<file path="src/rtl/pes_pkg.sv">
package pes_pkg;

    localparam int CMD_W = 4;
    localparam int NCMD  = 10;

    typedef enum logic [CMD_W-1:0] {
        CMD_RD_ARRAY   = 4'd0,
        CMD_RD_STATUS  = 4'd1,
        CMD_RD_ID      = 4'd2,
        CMD_PROGRAM    = 4'd3,
        CMD_SEC_ERASE  = 4'd4,
        CMD_CHIP_ERASE = 4'd5,
        CMD_SUSPEND    = 4'd6,
        CMD_RESUME     = 4'd7,
        CMD_CLEAR      = 4'd8,
        CMD_ABORT      = 4'd9
    } cmd_e;

    typedef enum logic [1:0] {
        OP_PROGRAM    = 2'd0,
        OP_SEC_ERASE  = 2'd1,
        OP_CHIP_ERASE = 2'd2,
        OP_SPARE      = 2'd3
    } op_e;

    // status byte bit positions (host software decodes these)
    localparam int ST_READY = 7;
    localparam int ST_SUSP  = 6;
    localparam int ST_EFAIL = 5;
    localparam int ST_PFAIL = 4;
    localparam int ST_PROT  = 3;

    typedef struct packed {
        logic ready;
        logic susp;
        logic efail;
        logic pfail;
        logic erase_op;
        logic parked;
        logic cancel;
    } trk_t;

endpackage

</file>
<file path="src/rtl/pes_strobe_sync.sv">
module pes_strobe_sync #(
    parameter int STAGES = 2
) (
    input  logic clk,
    input  logic rst_n,
    input  logic ce_n,
    input  logic oe_n,
    output logic sel,
    output logic sel_rise
);

    typedef struct packed {
        logic [STAGES-1:0] ce;
        logic [STAGES-1:0] oe;
        logic              sel;
    } sync_t;

    localparam sync_t SY_RST = '{ce: '1, oe: '1, sel: 1'b0};

    sync_t sy_d, sy_q;
    logic  sel_now;

    always_comb begin
        sy_d      = sy_q;
        sy_d.ce[0] = ce_n;
        sy_d.oe[0] = oe_n;
        for (int i = 1; i < STAGES; i++) begin
            sy_d.ce[i] = sy_q.ce[i-1];
            sy_d.oe[i] = sy_q.oe[i-1];
        end
        sel_now  = !sy_q.ce[STAGES-1] && !sy_q.oe[STAGES-1];
        sy_d.sel = sel_now;
    end

    always_ff @(posedge clk) begin
        if (!rst_n) sy_q <= SY_RST;
        else        sy_q <= sy_d;
    end

    assign sel      = sel_now;
    assign sel_rise = sel_now && !sy_q.sel;

endmodule

</file>
<file path="src/rtl/pes_op_tracker.sv">
module pes_op_tracker
    import pes_pkg::*;
(
    input  logic             clk,
    input  logic             rst_n,
    input  logic             cmd_valid,
    input  logic [CMD_W-1:0] cmd_code,
    input  logic             seq_start,
    input  logic [1:0]       seq_kind,
    input  logic             seq_done,
    input  logic             seq_fail,
    input  logic             seq_parked,
    output logic             st_ready,
    output logic             st_susp,
    output logic             st_efail,
    output logic             st_pfail,
    output logic             seq_pause,
    output logic             seq_cancel,
    output logic [NCMD-1:0]  accept_mask
);

    localparam trk_t TRK_RST = '{ready: 1'b1, default: 1'b0};

    trk_t            trk_d, trk_q;
    logic [NCMD-1:0] mask_c;
    logic [NCMD-1:0] dec_c;
    logic [NCMD-1:0] take_c;
    logic            fail_any;

    // which command codes the present state admits
    always_comb begin
        mask_c   = '0;
        fail_any = trk_q.efail || trk_q.pfail;
        if (trk_q.susp) begin
            mask_c[int'(CMD_RD_ARRAY)]  = 1'b1;
            mask_c[int'(CMD_RD_STATUS)] = 1'b1;
            mask_c[int'(CMD_RESUME)]    = 1'b1;
            mask_c[int'(CMD_ABORT)]     = trk_q.parked;
        end else if (!trk_q.ready) begin
            mask_c[int'(CMD_RD_STATUS)] = 1'b1;
            mask_c[int'(CMD_SUSPEND)]   = trk_q.erase_op;
        end else begin
            mask_c[int'(CMD_RD_ARRAY)]   = 1'b1;
            mask_c[int'(CMD_RD_STATUS)]  = 1'b1;
            mask_c[int'(CMD_RD_ID)]      = 1'b1;
            mask_c[int'(CMD_CLEAR)]      = 1'b1;
            mask_c[int'(CMD_PROGRAM)]    = !fail_any;
            mask_c[int'(CMD_SEC_ERASE)]  = !fail_any;
            mask_c[int'(CMD_CHIP_ERASE)] = !fail_any;
        end
    end

    // one-hot decode of the presented code, gated by the mask
    always_comb begin
        for (int i = 0; i < NCMD; i++) begin
            dec_c[i] = (cmd_code == CMD_W'(i));
        end
        take_c = cmd_valid ? (dec_c & mask_c) : '0;
    end

    always_comb begin
        trk_d        = trk_q;
        trk_d.cancel = 1'b0;

        // sequencer reports
        if (seq_done && !trk_q.ready && !trk_q.susp) begin
            trk_d.ready = 1'b1;
            if (seq_fail) begin
                if (trk_q.erase_op) trk_d.efail = 1'b1;
                else                trk_d.pfail = 1'b1;
            end
        end
        if (seq_parked && trk_q.susp && !trk_q.parked) begin
            trk_d.ready  = 1'b1;
            trk_d.parked = 1'b1;
        end
        if (seq_start && trk_q.ready && !trk_q.susp && !fail_any) begin
            trk_d.ready    = 1'b0;
            trk_d.erase_op = (seq_kind != OP_PROGRAM);
        end

        // host commands (take precedence on a collision)
        if (take_c[int'(CMD_SUSPEND)]) begin
            trk_d.susp = 1'b1;
        end
        if (take_c[int'(CMD_RESUME)]) begin
            trk_d.susp   = 1'b0;
            trk_d.parked = 1'b0;
            trk_d.ready  = 1'b0;
        end
        if (take_c[int'(CMD_CLEAR)]) begin
            trk_d.efail = 1'b0;
            trk_d.pfail = 1'b0;
        end
        if (take_c[int'(CMD_ABORT)]) begin
            trk_d.susp     = 1'b0;
            trk_d.parked   = 1'b0;
            trk_d.ready    = 1'b1;
            trk_d.erase_op = 1'b0;
            trk_d.cancel   = 1'b1;
        end
    end

    always_ff @(posedge clk) begin
        if (!rst_n) trk_q <= TRK_RST;
        else        trk_q <= trk_d;
    end

    assign st_ready    = trk_q.ready;
    assign st_susp     = trk_q.susp;
    assign st_efail    = trk_q.efail;
    assign st_pfail    = trk_q.pfail;
    assign seq_pause   = trk_q.susp;
    assign seq_cancel  = trk_q.cancel;
    assign accept_mask = mask_c;

endmodule

</file>
<file path="src/rtl/pes_read_port.sv">
module pes_read_port #(
    parameter int DATA_W = 16
) (
    input  logic              clk,
    input  logic              rst_n,
    input  logic              sel,
    input  logic              sel_rise,
    input  logic [7:0]        status_now,
    input  logic              wide_mode,
    output logic [DATA_W-1:0] rd_data,
    output logic [DATA_W-1:0] rd_oe
);

    localparam int HI_W = DATA_W - 8;

    typedef struct packed {
        logic       drive;
        logic [7:0] snap;
    } rdp_t;

    localparam rdp_t RDP_RST = '{drive: 1'b0, snap: 8'h00};

    rdp_t rdp_d, rdp_q;

    always_comb begin
        rdp_d = rdp_q;
        if (sel_rise) begin
            rdp_d.drive = 1'b1;
            rdp_d.snap  = status_now;
        end else if (!sel) begin
            rdp_d.drive = 1'b0;
        end
    end

    always_ff @(posedge clk) begin
        if (!rst_n) rdp_q <= RDP_RST;
        else        rdp_q <= rdp_d;
    end

    assign rd_data = {{HI_W{1'b0}}, (rdp_q.drive ? rdp_q.snap : 8'h00)};
    assign rd_oe   = {{HI_W{rdp_q.drive && wide_mode}}, {8{rdp_q.drive}}};

endmodule

</file>
<file path="src/rtl/pe_status_tracker.sv">
module pe_status_tracker
    import pes_pkg::*;
#(
    parameter int DATA_W      = 16,
    parameter int SYNC_STAGES = 2
) (
    input  logic              clk,
    input  logic              rst_n,
    input  logic              cmd_valid,
    input  logic [3:0]        cmd_code,
    input  logic              seq_start,
    input  logic [1:0]        seq_kind,
    input  logic              seq_done,
    input  logic              seq_fail,
    input  logic              seq_parked,
    input  logic              prot_in,
    input  logic              ce_n,
    input  logic              oe_n,
    input  logic              wide_mode,
    output logic [7:0]        status_live,
    output logic [DATA_W-1:0] rd_data,
    output logic [DATA_W-1:0] rd_oe,
    output logic              seq_pause,
    output logic              seq_cancel,
    output logic [9:0]        accept_mask
);

    logic st_ready, st_susp, st_efail, st_pfail;
    logic sel, sel_rise;

    pes_op_tracker u_trk (
        .clk         (clk),
        .rst_n       (rst_n),
        .cmd_valid   (cmd_valid),
        .cmd_code    (cmd_code),
        .seq_start   (seq_start),
        .seq_kind    (seq_kind),
        .seq_done    (seq_done),
        .seq_fail    (seq_fail),
        .seq_parked  (seq_parked),
        .st_ready    (st_ready),
        .st_susp     (st_susp),
        .st_efail    (st_efail),
        .st_pfail    (st_pfail),
        .seq_pause   (seq_pause),
        .seq_cancel  (seq_cancel),
        .accept_mask (accept_mask)
    );

    always_comb begin
        status_live           = 8'h00;
        status_live[ST_READY] = st_ready;
        status_live[ST_SUSP]  = st_susp;
        status_live[ST_EFAIL] = st_efail;
        status_live[ST_PFAIL] = st_pfail;
        status_live[ST_PROT]  = prot_in;
    end

    pes_strobe_sync #(.STAGES(SYNC_STAGES)) u_sync (
        .clk      (clk),
        .rst_n    (rst_n),
        .ce_n     (ce_n),
        .oe_n     (oe_n),
        .sel      (sel),
        .sel_rise (sel_rise)
    );

    pes_read_port #(.DATA_W(DATA_W)) u_rdp (
        .clk        (clk),
        .rst_n      (rst_n),
        .sel        (sel),
        .sel_rise   (sel_rise),
        .status_now (status_live),
        .wide_mode  (wide_mode),
        .rd_data    (rd_data),
        .rd_oe      (rd_oe)
    );

endmodule

</file>
<file path="config.mk">
export PLATFORM = sky130hd
export DESIGN_NAME = pe_status_tracker
export DESIGN_NICKNAME = d
export VERILOG_FILES = /design/src/rtl/pes_pkg.sv /design/src/rtl/pes_strobe_sync.sv /design/src/rtl/pes_op_tracker.sv /design/src/rtl/pes_read_port.sv /design/src/rtl/pe_status_tracker.sv
export SDC_FILE = /design/constraint.sdc
export NUM_CORES = 1
export LEC_CHECK = 0
export BUFFER_PORTS_ARGS = -buffer_cell sky130_fd_sc_hd__buf_2
export CORE_UTILIZATION = 40
export DETAILED_ROUTE_END_ITERATION = 7
export PLACE_DENSITY = 0.84
export SYNTH_ARGS = -nofsm -noshare
export SYNTH_HDL_FRONTEND = slang
export SYNTH_SLANG_ARGS = --single-unit
</file>
<file path="constraint.sdc">
create_clock -name clk -period 3.6 [get_ports clk]
set_input_delay 0.18 -clock clk [delete_from_list [all_inputs] [get_ports clk]]
set_output_delay 0.18 -clock clk [all_outputs]
set_load 0.05 [all_outputs]
</file>
* Word level (Yosys, flattened, before mapping)
Index checks and enable logic that the tools add are counted.
** Word-level totals
- Register bits :: 18
- Bits of input ports :: 17
** Cells by class
- Equal/unequal tests :: 10
- Mux-type cells :: 18
- Bitwise gates (word level) :: 3
- Reductions and logical operators :: 26
** Operator list (number)
- $eq 4x3->1 const B :: 4
- $mux 1 :: 13
- $and 10x10->10 :: 1
- $logic_and 1x1->1 :: 10
- $mux 10 :: 1
- $eq 4x2->1 const B :: 2
- $eq 4x4->1 const B :: 2
- $mux 8 :: 1
- $logic_not 1->1 :: 7
- $reduce_and 3->1 :: 2
- $mux 5 :: 1
- $eq 4x1->1 const B :: 1
- $logic_not 4->1 :: 1
- $mux 4 :: 1
- $reduce_bool 4->1 :: 1
- $reduce_or 2->1 :: 2
- $reduce_or 3->1 :: 1
- $mux 2 :: 1
- $ne 2x2->1 const B :: 1
- $not 1->1 :: 2
- $reduce_bool 2->1 :: 1
- $logic_or 1x1->1 :: 1

* Depth between registers and ports, before layout
Gate-level depths: netlist of the first run.
- Depth in word-level cells :: 8
- Mapped depth :: 5
- Mapped depth without buffers :: 4

* Hierarchy
A second synthesis of the first run with hierarchy kept.
** Second synthesis, totals
- Cells, all modules :: 136
- Area total of the unflattened synthesis :: 1217.4 um2
** Modules (own cells, without submodules)
- pes_read_port :: instances 1, cells an instance 61, area each 565.5 um2, sequential area each 180.2 um2
- pes_op_tracker :: instances 1, cells an instance 54, area each 441.7 um2, sequential area each 140.1 um2
- pes_strobe_sync :: instances 1, cells an instance 12, area each 146.4 um2, sequential area each 100.1 um2
- pe_status_tracker :: instances 1, cells an instance 9, area each 63.8 um2, sequential area each 0.0 um2

* Worst setup path before layout of the first run
OpenSTA, ideal clock, no wires.
- Path kind :: register to output
- Start :: register u_trk.trk_q (netlist bit u_trk.seq_pause)
- End :: output accept_mask[6]
- Arrival time :: 1.863 ns
- Required time :: 3.420 ns
- Setup slack :: 1.557 ns
- Cell stages (with the launch flop) :: 5
- Path buffers :: 1
- Cell sequence :: dfxtp_1 -> buf_6 -> nor2_1 -> inv_1 -> nor2_1
** On the way
- Longest elaborated chain between the ends :: 1
** Ends and longest elaborated chain
- start, declared :: RTL line pes_op_tracker.sv:24 : trk_t trk_d, trk_q;
- start signal, assigned :: RTL line pes_op_tracker.sv:106 : else trk_q <= trk_d;
- $mux 5 :: RTL line pes_op_tracker.sv:34 : if (trk_q.susp) begin
- end, declared :: RTL line pe_status_tracker.sv:25 : output logic [9:0] accept_mask
Every way passes these cells.

* Final worst setup path of the first run
- Start :: register u_trk.trk_q (netlist bit u_trk.seq_pause)
- End :: output accept_mask[4]
Same word-level chain as after synthesis.

==> results of run 1 <==
-- worst max-delay path: cells and delay by family (launching register included) --
kind,cells,cell delay (ns)
AND/OR/NAND/NOR,1,0.36
buffers and inverters,1,0.32
flip-flops,1,0.46
-- worst paths after layout --
| kind | from | endpoint | slack [ns] | cells after the start |
|---|---|---|---|---|
| worst max-delay path | u_trk.seq_pause$_SDFFE_PP0P_ | accept_mask[4] | 1.98 | 2 |
| worst min-delay path | ce_n | u_sync.sy_d[4]$_SDFF_PN1_ | 0.06 | 2 |
| worst max register to register | u_trk.seq_pause$_SDFFE_PP0P_ | u_trk.seq_pause$_SDFFE_PP0P_ | 2.32 | 4 |
| worst min register to register | u_sync.sy_d[2]$_SDFF_PN1_ | u_sync.sy_q[2]$_SDFF_PN1_ | 0.41 | 1 |
-- cell families after synthesis --
kind of cell | count (synthesis) | share of synthesized area (%)
buffers and inverters | 45 | 30.14
AND/OR/NAND/NOR | 42 | 23.95
flip-flops | 18 | 33.65
AO/OA/AOI/OAI | 10 | 6.893
multiplexers | 5 | 4.673
other | 2 | 0.7012
-- cell usage after synthesis (2+ instances only) --
cell type and n:
buf_4 39, dfxtp_1 18, nor2_1 12, nand2b_1 7, and2_1 6, mux2i_1 5
inv_1 4, nand3_1 4, a21oi_1 2, a41oi_1 2, conb_1 2, nand2_1 2
nand3b_1 2, nor3_1 2, o31ai_1 2
-- metal layers --
layer	wire [um]	share of wire, %
met5	0	0
met4	0	0
met3	204	12
met2	786	45
met1	764	44
-- final cells by class --
cell class | count | share of cell area (%)
Multi-Input combinational cell | 72 | 37.93
Sequential cell | 18 | 31.30
Timing Repair Buffer | 53 | 23.04
Tap cell | 30 | 3.261
Clock buffer | 4 | 3.152
Inverter | 4 | 1.304
-- through the flow --
step | total power [mW] | hold WS, ns | util [%]
6_report | 0.4420 | 0.06108 | 46.05
4_1_cts | 0.4470 | 0.05531 | 46.05
3_5_place_dp | 0.3256 | 0.3690 | 44.59
3_3_place_gp | 0.3256 | 0.3693 | 44.59
2_1_floorplan | 0.3244 | 0.2815 | -
5_1_grt | 0.4621 | 0.06101 | 46.05
-- power breakdown --
group | total, mW | internal (mW) | switching [mW]
sequential | 0.209 | 0.204 | 0.00464
combinational | 0.112 | 0.0229 | 0.0894
clock | 0.121 | 0.0616 | 0.0593
total | 0.442 | 0.289 | 0.153
-- registers in the layout, indices dropped and copies added (netlist names) --
signal / flops
u_rdp.rd_oe: 1
u_rdp.rdp_q: 5
u_sync.sy_d: 2
u_sync.sy_q: 3
u_trk.seq_cancel: 1
u_trk.seq_pause: 1
u_trk.st_efail: 1
u_trk.st_pfail: 1
u_trk.st_ready: 1
u_trk.trk_q: 2
==> results.yml, run 1 <==
status:
  status: "completed"
worst_setup_path:
  crit_chain: "nor4b_4 > buf_2"
  cp.required_ns: 3.42
  worst-path-max-fanout: 13
  start_kind: "register"
  arrival_ns: 1.44
  slowest_stage: "dfxtp_1"
  crit_path_max_incr_delay_ns: 0.46
  path_class: "reg2out"
  crit_path_end_kind: "output port"
sta:
  hold_violations: 0
  final.setup.tns_ns: 0
  rsz0062_at_grt: "no"
  max_freq_ghz: 0.6190
  skew_ns: 0.006649
  slew-limit-headroom_pct: 63.57
  period_share_pct: 44.88
  finalSetupViolCount: 0
  tightestPinTransition_ns: 0.5435
  report.final.slew_viol_count: 0
  worst_slack_ns: 1.984
  finalCriticalPeriod_ns: 1.616
drt:
  drc: 0
  drt_iter0_drc: 10
  first_pass_iters: 4
  avgRoutedWirePerCell_um: 9.702
  via_count: 819
  drt.antenna.violating_nets: 0
  avgViaCountPerCell: 4.525
  routed_wl_um: 1756
global_routing:
  grt_use_met3_pct: 5.932
  grt_use_total_pct: 12.47
  antenna_found_initial: 0
  grt_max_degree: 16
  grt_pass1_vias: 566
  grt_util_met2_pct: 19.55
  grt.overflow.total: 0
  grt_pass1_wl_um: 2532
  grt_use_met1_pct: 15.41
  busiest_layer: "met2"
synth:
  ys_warn_count: 0
  synth_top_area_share_pct: 33.64
  netlist_top_cells_area: "dfxtp_1, buf_4, mux2i_1, nor2_1, nand2b_1"
  synth.avg_cell_area_um2: 8.779
  synth_area_um2: 1071
  async_flop_share_pct: 0
  ys_types: 28
  synth_edf_count: 0
  synth_cells: 122
  synth_top_cell_by_area: "dfxtp_1"
  synth_seq_area_share_pct: 33.64
  ys_seq_elements: 18
  synthFlopType: "dfxtp_1"
placed_design:
  dpl_cell_area_um2: 1115
  dp_hpwl_um: 1403
  globalplace.congestion: 0.8031
  place_ws_ns: 2.306
  io_buffer_count: 53
  post-place-cells: 177
die:
  start_util_pct: 42.84
  num_rows: 18
  io_pins: 69
  die_h_um: 53.75
  core-area_um2: 2500
  dieArea_um2: 2889
  die_w_um: 53.75
min_path:
  hp-class: "in2reg"
cells_and_area:
  seqCellArea_um2: 360.3
  fillers: 262
  stdcell_area_um2: 1151
  nNetsFinal: 169
  diodes: 0
  layout_commonest_cell: "buf_2"
  instances_no_fill: 181
  multi_input_area_um2: 436.7
  layout_common_cells: "buf_2, dfxtp_1, conb_1, nor2_1, nand2b_1"
  area_delta_synth_final_pct: 7.476
  drive_above_1_share_pct: 41.72
clocking:
  cts_inserted_buffers: 3
  cts_tree: "built"
  cts_htree_levels: 1
  cts_setup_buffers: 0
  cts_resized: 0
  clkSlewWorstSetupHoldPaths_ns: 0.10
  cts_sinks: 18
  clk_path_buf_depth: 2
  hold_buffers: 0
  clock-root-buffer: "clkbuf_4"
  clock_latency_ns: 0.29
pwr:
  peakVddDrop_mv: 0.2903
  power.density_nw_per_um2: 384.0
  p_leak_nw: 0.6100
job:
  drv_cap: 0
Power figures use the tool's default switching activity.
==> inputs of run 2 (changes only) <==
--- a/config.mk
+++ b/config.mk
@@ -6,9 +6,9 @@
 export NUM_CORES = 1
 export LEC_CHECK = 0
 export BUFFER_PORTS_ARGS = -buffer_cell sky130_fd_sc_hd__buf_2
-export CORE_UTILIZATION = 40
+export CORE_UTILIZATION = 37
 export DETAILED_ROUTE_END_ITERATION = 7
-export PLACE_DENSITY = 0.84
+export PLACE_DENSITY = 0.82
 export SYNTH_ARGS = -nofsm -noshare
 export SYNTH_HDL_FRONTEND = slang
 export SYNTH_SLANG_ARGS = --single-unit
==> constraint.sdc (replaced) <==
create_clock -name clk -period 1.3 [get_ports clk]
set_input_delay 0.065 -clock clk [delete_from_list [all_inputs] [get_ports clk]]
set_output_delay 0.065 -clock clk [all_outputs]
set_load 0.05 [all_outputs]
==> results.yml, run 2 (synthesis results as in run 1) <==
cells_and_area:
  diodes: 0
  area_delta_synth_final_pct: 23.36
  stdcell_area_um2: 1321
  layout_common_cells: "buf_2, conb_1, dfxtp_1, clkbuf_4, nor2_1"
  nNetsFinal: 178
  drive_above_1_share_pct: 49.38
  largest_register_ffs: 5
  top_regs: "u_rdp.rdp_q (5), u_sync.sy_q (3)"
  fillers: 255
  layout_commonest_cell: "buf_2"
  top_register: "u_rdp.rdp_q"
pwr:
  peakVddDrop_mv: 0.5291
  p_leak_nw: 0.6712
  p_sw_share_pct: 34.20
  p_seq_share_pct: 45.1
  pwr-share-comb_pct: 29.0
  power.internal_mw: 0.8362
  power.density_nw_per_um2: 961.8
  p_sw_mw: 0.4346
  p_clk_share_pct: 25.9
  power_mw: 1.271
clocking:
  cts_inserted_buffers: 3
  clk_path_buf_depth: 2
  cts_tree: "built"
  clock_latency_ns: 0.28
  clock-root-buffer: "clkbuf_4"
  cts_sinks: 18
  cts_htree_levels: 1
  clkSlewWorstSetupHoldPaths_ns: 0.09
die:
  core-area_um2: 2758
  dieArea_um2: 3114
  die_w_um: 55.80
  die_h_um: 55.80
  io_pins: 69
  start_util_pct: 38.84
  num_rows: 19
drt:
  drt_iter0_drc: 40
  avgRoutedWirePerCell_um: 10.24
  avgViaCountPerCell: 4.508
  drc: 0
  routed_wl_um: 1955
  first_pass_iters: 4
  via_count: 861
  drt.antenna.violating_nets: 0
sta:
  rsz0062_at_grt: "yes"
  hold_ws_ns: 0.03928
  report.final.slew_viol_count: 0
  hold_violations: 0
  finalSetupViolCount: 3
  finalCriticalPeriod_ns: 1.307
  period_share_pct: 100.5
  final.setup.tns_ns: -0.01753
  max_freq_ghz: 0.7653
  worst_slack_ns: -0.006626
  skew_ns: 0.0007334
min_path:
  worstHoldEndpoint: "u_rdp.rdp_q[3]$_SDFFE_PN0P_"
  hp-class: "in2reg"
  holdPathStages: 3
  worstHoldStart: "prot_in"
placed_design:
  dpl_cell_area_um2: 1145
  place_ws_ns: 0.03624
  globalplace.congestion: 0.7523
  io_buffer_count: 53
  dp_hpwl_um: 1503
worst_setup_path:
  cp.required_ns: 1.24
  reg2reg_slack_ns: 0.05
  worst-path-max-fanout: 4
  crit_path_end_kind: "output port"
  arrival_ns: 1.24
  r2r_cells: 5
  path_class: "reg2out"
  start_kind: "register"
  regToRegEndpoint: "u_trk.trk_q[2]$_SDFFE_PP0P_"
  reg2reg_from: "u_trk.st_pfail$_SDFFE_PP0P_"
status:
  failed_checks: "negative setup slack"
  status: "complete, but fails checks"
global_routing:
  grt_max_degree: 16
  grt_use_total_pct: 12.38
  antenna_found_initial: 0
  grt_pass1_vias: 710
  grt_pass1_wl_um: 3029
  grt.overflow.total: 0
job:
  drv_cap: 0
==> run 2: cell count changes in the layout (fill, tap and decap cells not counted), moves of 2 or more <==
cell	before	now
buf_2	53	40
buf_4	0	6
buf_6	0	2
buf_8	0	3
clkbuf_4	3	12
dfxtp_1	18	13
dfxtp_4	0	4
dlygate4sd3_1	0	2
nor2_1	12	10
==> run 2: routing by layer <==
layer	GRT usage, %	part of all wire [%]	up-vias
li1	-	-	422
met1	15.41	42	387
met2	21.34	51	50
met3	0.9302	6.3	2
met4	6.429	0.41	0
met5	0	0	-
==> run 2: metrics by stage <==
stage / cells / util, %
after detailed placement: 180 / 41.52
final: 191 / 47.91
after CTS: 191 / 46.23
after global placement: 180 / 41.52
after global routing: 191 / 47.91
after floorplan: 135 / -
==> run 2: power by group through the flow <==
| stage | clock [mW] | combinational [mW] | sequential, mW |
|---|---|---|---|
| after global routing | 0.362 | 0.386 | 0.575 |
| final | 0.330 | 0.368 | 0.573 |
| after detailed placement | 0 | 0.322 | 0.588 |
| after global placement | 0 | 0.319 | 0.588 |
| after CTS | 0.341 | 0.357 | 0.575 |
| after floorplan | 0 | 0.316 | 0.585 |
==> run 2: cell type report <==
cell class                      count  area (um2)  area share, %
Tap cell                           31       38.79          2.936
Sequential cell                    18       376.6          28.50
Multi-Input combinational cell     72       454.2          34.37
Inverter                            4       15.01          1.136
Clock buffer                        4       36.28          2.746
Timing Repair Buffer               62       400.4          30.30
==> run 2: how the worst max path moves through the flow <==
| stage | endpoint | start | slack, ns | cells after the start |
|---|---|---|---|---|
| final | accept_mask[5] | u_trk.st_pfail$_SDFFE_PP0P_ | -0.007 | 3 |
| after global routing | accept_mask[5] | u_trk.st_pfail$_SDFFE_PP0P_ | -0.04 | 3 |
| after CTS | accept_mask[6] | u_trk.st_ready$_SDFFE_PP1P_ | -0.04 | 4 |
| after detailed placement | u_trk.trk_q[2]$_SDFFE_PP0P_ | u_trk.st_ready$_SDFFE_PP1P_ | 0.04 | 4 |
| after global placement | u_trk.trk_q[2]$_SDFFE_PP0P_ | u_trk.st_ready$_SDFFE_PP1P_ | 0.13 | 4 |
| after floorplan | u_trk.trk_q[2]$_SDFFE_PP0P_ | u_trk.seq_pause$_SDFFE_PP0P_ | -0.38 | 5 |
==> run 2: timing repair <==
| item | in CTS | in global routing |
|---|---|---|
| resized for setup | 14 | 16 |
| endpoints found under the hold margin | 2 | 0 |
| pin swaps | 1 | 1 |
| setup buffers | 5 | 0 |
| endpoints found under the setup margin | 18 | 14 |
| hold buffers | 2 | 0 |
==> run 2: worst max-delay path, stage by stage (launching register included) <==
cell and delay [ns]:
dfxtp_4 0.37, nor4b_4 0.27, buf_6 0.17, buf_8 0.15
==> inputs of run 3 (changes only) <==
--- a/config.mk
+++ b/config.mk
@@ -5,10 +5,11 @@
 export SDC_FILE = /design/constraint.sdc
 export NUM_CORES = 1
 export LEC_CHECK = 0
+export ABC_AREA = 1
 export BUFFER_PORTS_ARGS = -buffer_cell sky130_fd_sc_hd__buf_2
-export CORE_UTILIZATION = 37
+export CORE_UTILIZATION = 38
 export DETAILED_ROUTE_END_ITERATION = 7
-export PLACE_DENSITY = 0.82
+export PLACE_DENSITY = 0.83
 export SYNTH_ARGS = -nofsm -noshare
 export SYNTH_HDL_FRONTEND = slang
 export SYNTH_SLANG_ARGS = --single-unit
==> results.yml, run 3 <==
placed_design:
  globalplace.congestion: 0.7989
  post-place-cells: 216
  io_buffer_count: 53
  dp_hpwl_um: 1519
global_routing:
  antenna_found_initial: 0
  grt.overflow.total: 0
  grt_use_total_pct: 12.17
  grt_pass1_wl_um: 3125
  grt_pass1_vias: 753
  grt_max_degree: 11
worst_setup_path:
  worst-path-buf-inv: 1
  worst-path-max-fanout: 3
  arrival_ns: 1.22
  path_class: "reg2out"
  crit_chain: "nor4_4 > buf_6"
  crit_path_max_incr_delay_ns: 0.37
  slowest_stage: "nor4_4"
  path_delay_family: "simple AND/OR/NAND/NOR gates"
  start_kind: "register"
  cp.required_ns: 1.24
  reg2reg_slack_ns: 0.26
  crit_path_end_kind: "output port"
synth:
  ys_seq_elements: 18
  synth_area_um2: 1115
  synth_common_cells: "buf_4, nor2_1, nand2_1"
  synthXorXnorAreaFrac_pct: 0
  ys_warn_count: 0
  post-synth-top-count-cell: "buf_4"
  synth_adder_area_share_pct: 0
  muxShareOfSynthArea_pct: 0
  synth_cells: 158
  synth_edf_count: 0
  synth_seq_area_share_pct: 32.32
  async_flop_share_pct: 0
  synth_top_cell_by_area: "dfxtp_1"
  netlist_top_cells_area: "dfxtp_1, buf_4, nor2_1, nand2_1, inv_1"
  synth_top_area_share_pct: 32.32
  synth_top_family_by_area: "buffers and inverters"
  synth_compound_area_share_pct: 3.816
  synth.avg_cell_area_um2: 7.056
  yosys.area_share.simple_pct: 28.51
  ys_types: 20
  synthFlopType: "dfxtp_1"
clocking:
  clkSlewWorstSetupHoldPaths_ns: 0.10
  cts_tree: "built"
  clock-root-buffer: "clkbuf_4"
  cts_htree_levels: 1
  cts_sinks: 18
  cts_inserted_buffers: 3
  clk_path_buf_depth: 2
  clock_latency_ns: 0.28
cells_and_area:
  instances_no_fill: 225
  layout_commonest_cell: "buf_2"
  layout_common_cells: "buf_2, nor2_1, nand2_1, inv_1, conb_1"
  diodes: 0
  largest_register_ffs: 5
  nNetsFinal: 212
  top_register: "u_rdp.rdp_q"
  drive_above_1_share_pct: 41.24
  area_delta_synth_final_pct: 19.87
  top_regs: "u_rdp.rdp_q (5), u_sync.sy_q (3)"
die:
  num_rows: 19
  die_w_um: 56.17
  core-area_um2: 2758
  start_util_pct: 40.43
  die_h_um: 56.17
  dieArea_um2: 3155
  io_pins: 69
drt:
  first_pass_iters: 4
  via_count: 950
  routed_wl_um: 1908
  avgViaCountPerCell: 4.222
  drt.antenna.violating_nets: 0
  avgRoutedWirePerCell_um: 8.480
  drt_iter0_drc: 14
  drc: 0
pwr:
  power.density_nw_per_um2: 967.5
  power_mw: 1.293
  p_leak_nw: 0.7877
  peakVddDrop_mv: 0.8016
job:
  drv_cap: 0
sta:
  skew_ns: 0.001009
  finalCriticalPeriod_ns: 1.287
  hold_violations: 0
  rsz0062_at_grt: "yes"
  max_freq_ghz: 0.7770
  finalSetupViolCount: 0
  report.final.slew_viol_count: 0
  period_share_pct: 99.00
status:
  status: "completed"
min_path:
  hp-class: "in2reg"
-- run 3: cell count changes in the layout (fill, tap and decap cells not counted), sizes merged, moves of 2 or more --
cell	delta
nand2	+21
inv	+17
nor2	+16
and2	-7
nand2b	-7
clkbuf	-5
mux2i	-5
o21ai	+5
or2	+5
nand3	+3
a41oi	-2
buf	+2
nor3	-2
o31ai	-2
-- run 3: stage by stage --
step	worst slack, ns	hold slack (ns)	utilization (%)	cell area [um2]	setup TNS (ns)
floorplan	-0.2643	0.1716	-	1206	-0.8249
global placement	0.1988	0.2560	43.60	1202	0
detailed placement	0.1816	0.2542	43.60	1202	0
CTS	-0.005301	0.03401	47.64	1314	-0.01504
global route	-0.07562	0.03640	48.46	1336	-0.2206
finish	0.01304	0.04537	48.46	1336	0
-- run 3: where the power goes --
group          internal (mW)  switching, mW
combinational         0.0973          0.289
sequential             0.562         0.0131
clock                  0.170          0.161
total                  0.830          0.463
-- run 3: cell families (layout without fill, tap and decap cells) --
kind of cell,count (synthesis),count (layout)
buf+inv,62,85
flops,18,18
compound gates,8,8
simple gates,68,68
other cells,2,15
-- run 3: cell type report --
class	instances	area, um2
Fill cell	278	1421
Inverter	22	86.33
Clock buffer	4	36.28
Timing Repair Buffer	59	359.1
Multi-Input combinational cell	91	439.2
Tap cell	31	38.79
Sequential cell	18	376.6
-- run 3: repair_timing --
| item | 4_1_cts | 5_1_grt |
|---|---|---|
| resized for setup | 11 | 7 |
| hold buffers | 2 | 0 |
| setup buffers | 2 | 1 |
| setup endpoints to repair | 18 | 19 |
| pin swaps | 1 | 0 |
| hold endpoints to repair | 2 | 0 |
-- run 3: worst min-delay path, stage by stage --
cell	delay (ns)
buf_2	0.09
a21oi_1	0.06
nor2_1	0.08
-- run 3: per-layer routing --
| metal | vias up | wire length, um | GRT usage, % |
|---|---|---|---|
| met3 | 2 | 143 | 3.023 |
| met1 | 406 | 829 | 15.26 |
| met4 | 0 | 9 | 3.136 |
| li1 | 493 | - | - |
| met2 | 49 | 925 | 20.75 |
| met5 | - | 0 | 0 |
-- run 3: path summary, 6_finish.rpt --
check,from,to,cells after the start
hold reg to reg,u_sync.sy_d[4]$_SDFF_PN1_,u_sync.sy_q[4]$_SDFF_PN1_,1
hold / removal,seq_parked,u_trk.trk_q[1]$_SDFFE_PP0P_,3
setup / recovery,u_trk.st_pfail$_SDFFE_PP0P_,accept_mask[4],2
setup reg to reg,u_trk.seq_pause$_SDFFE_PP0P_,u_trk.seq_pause$_SDFFE_PP0P_,6
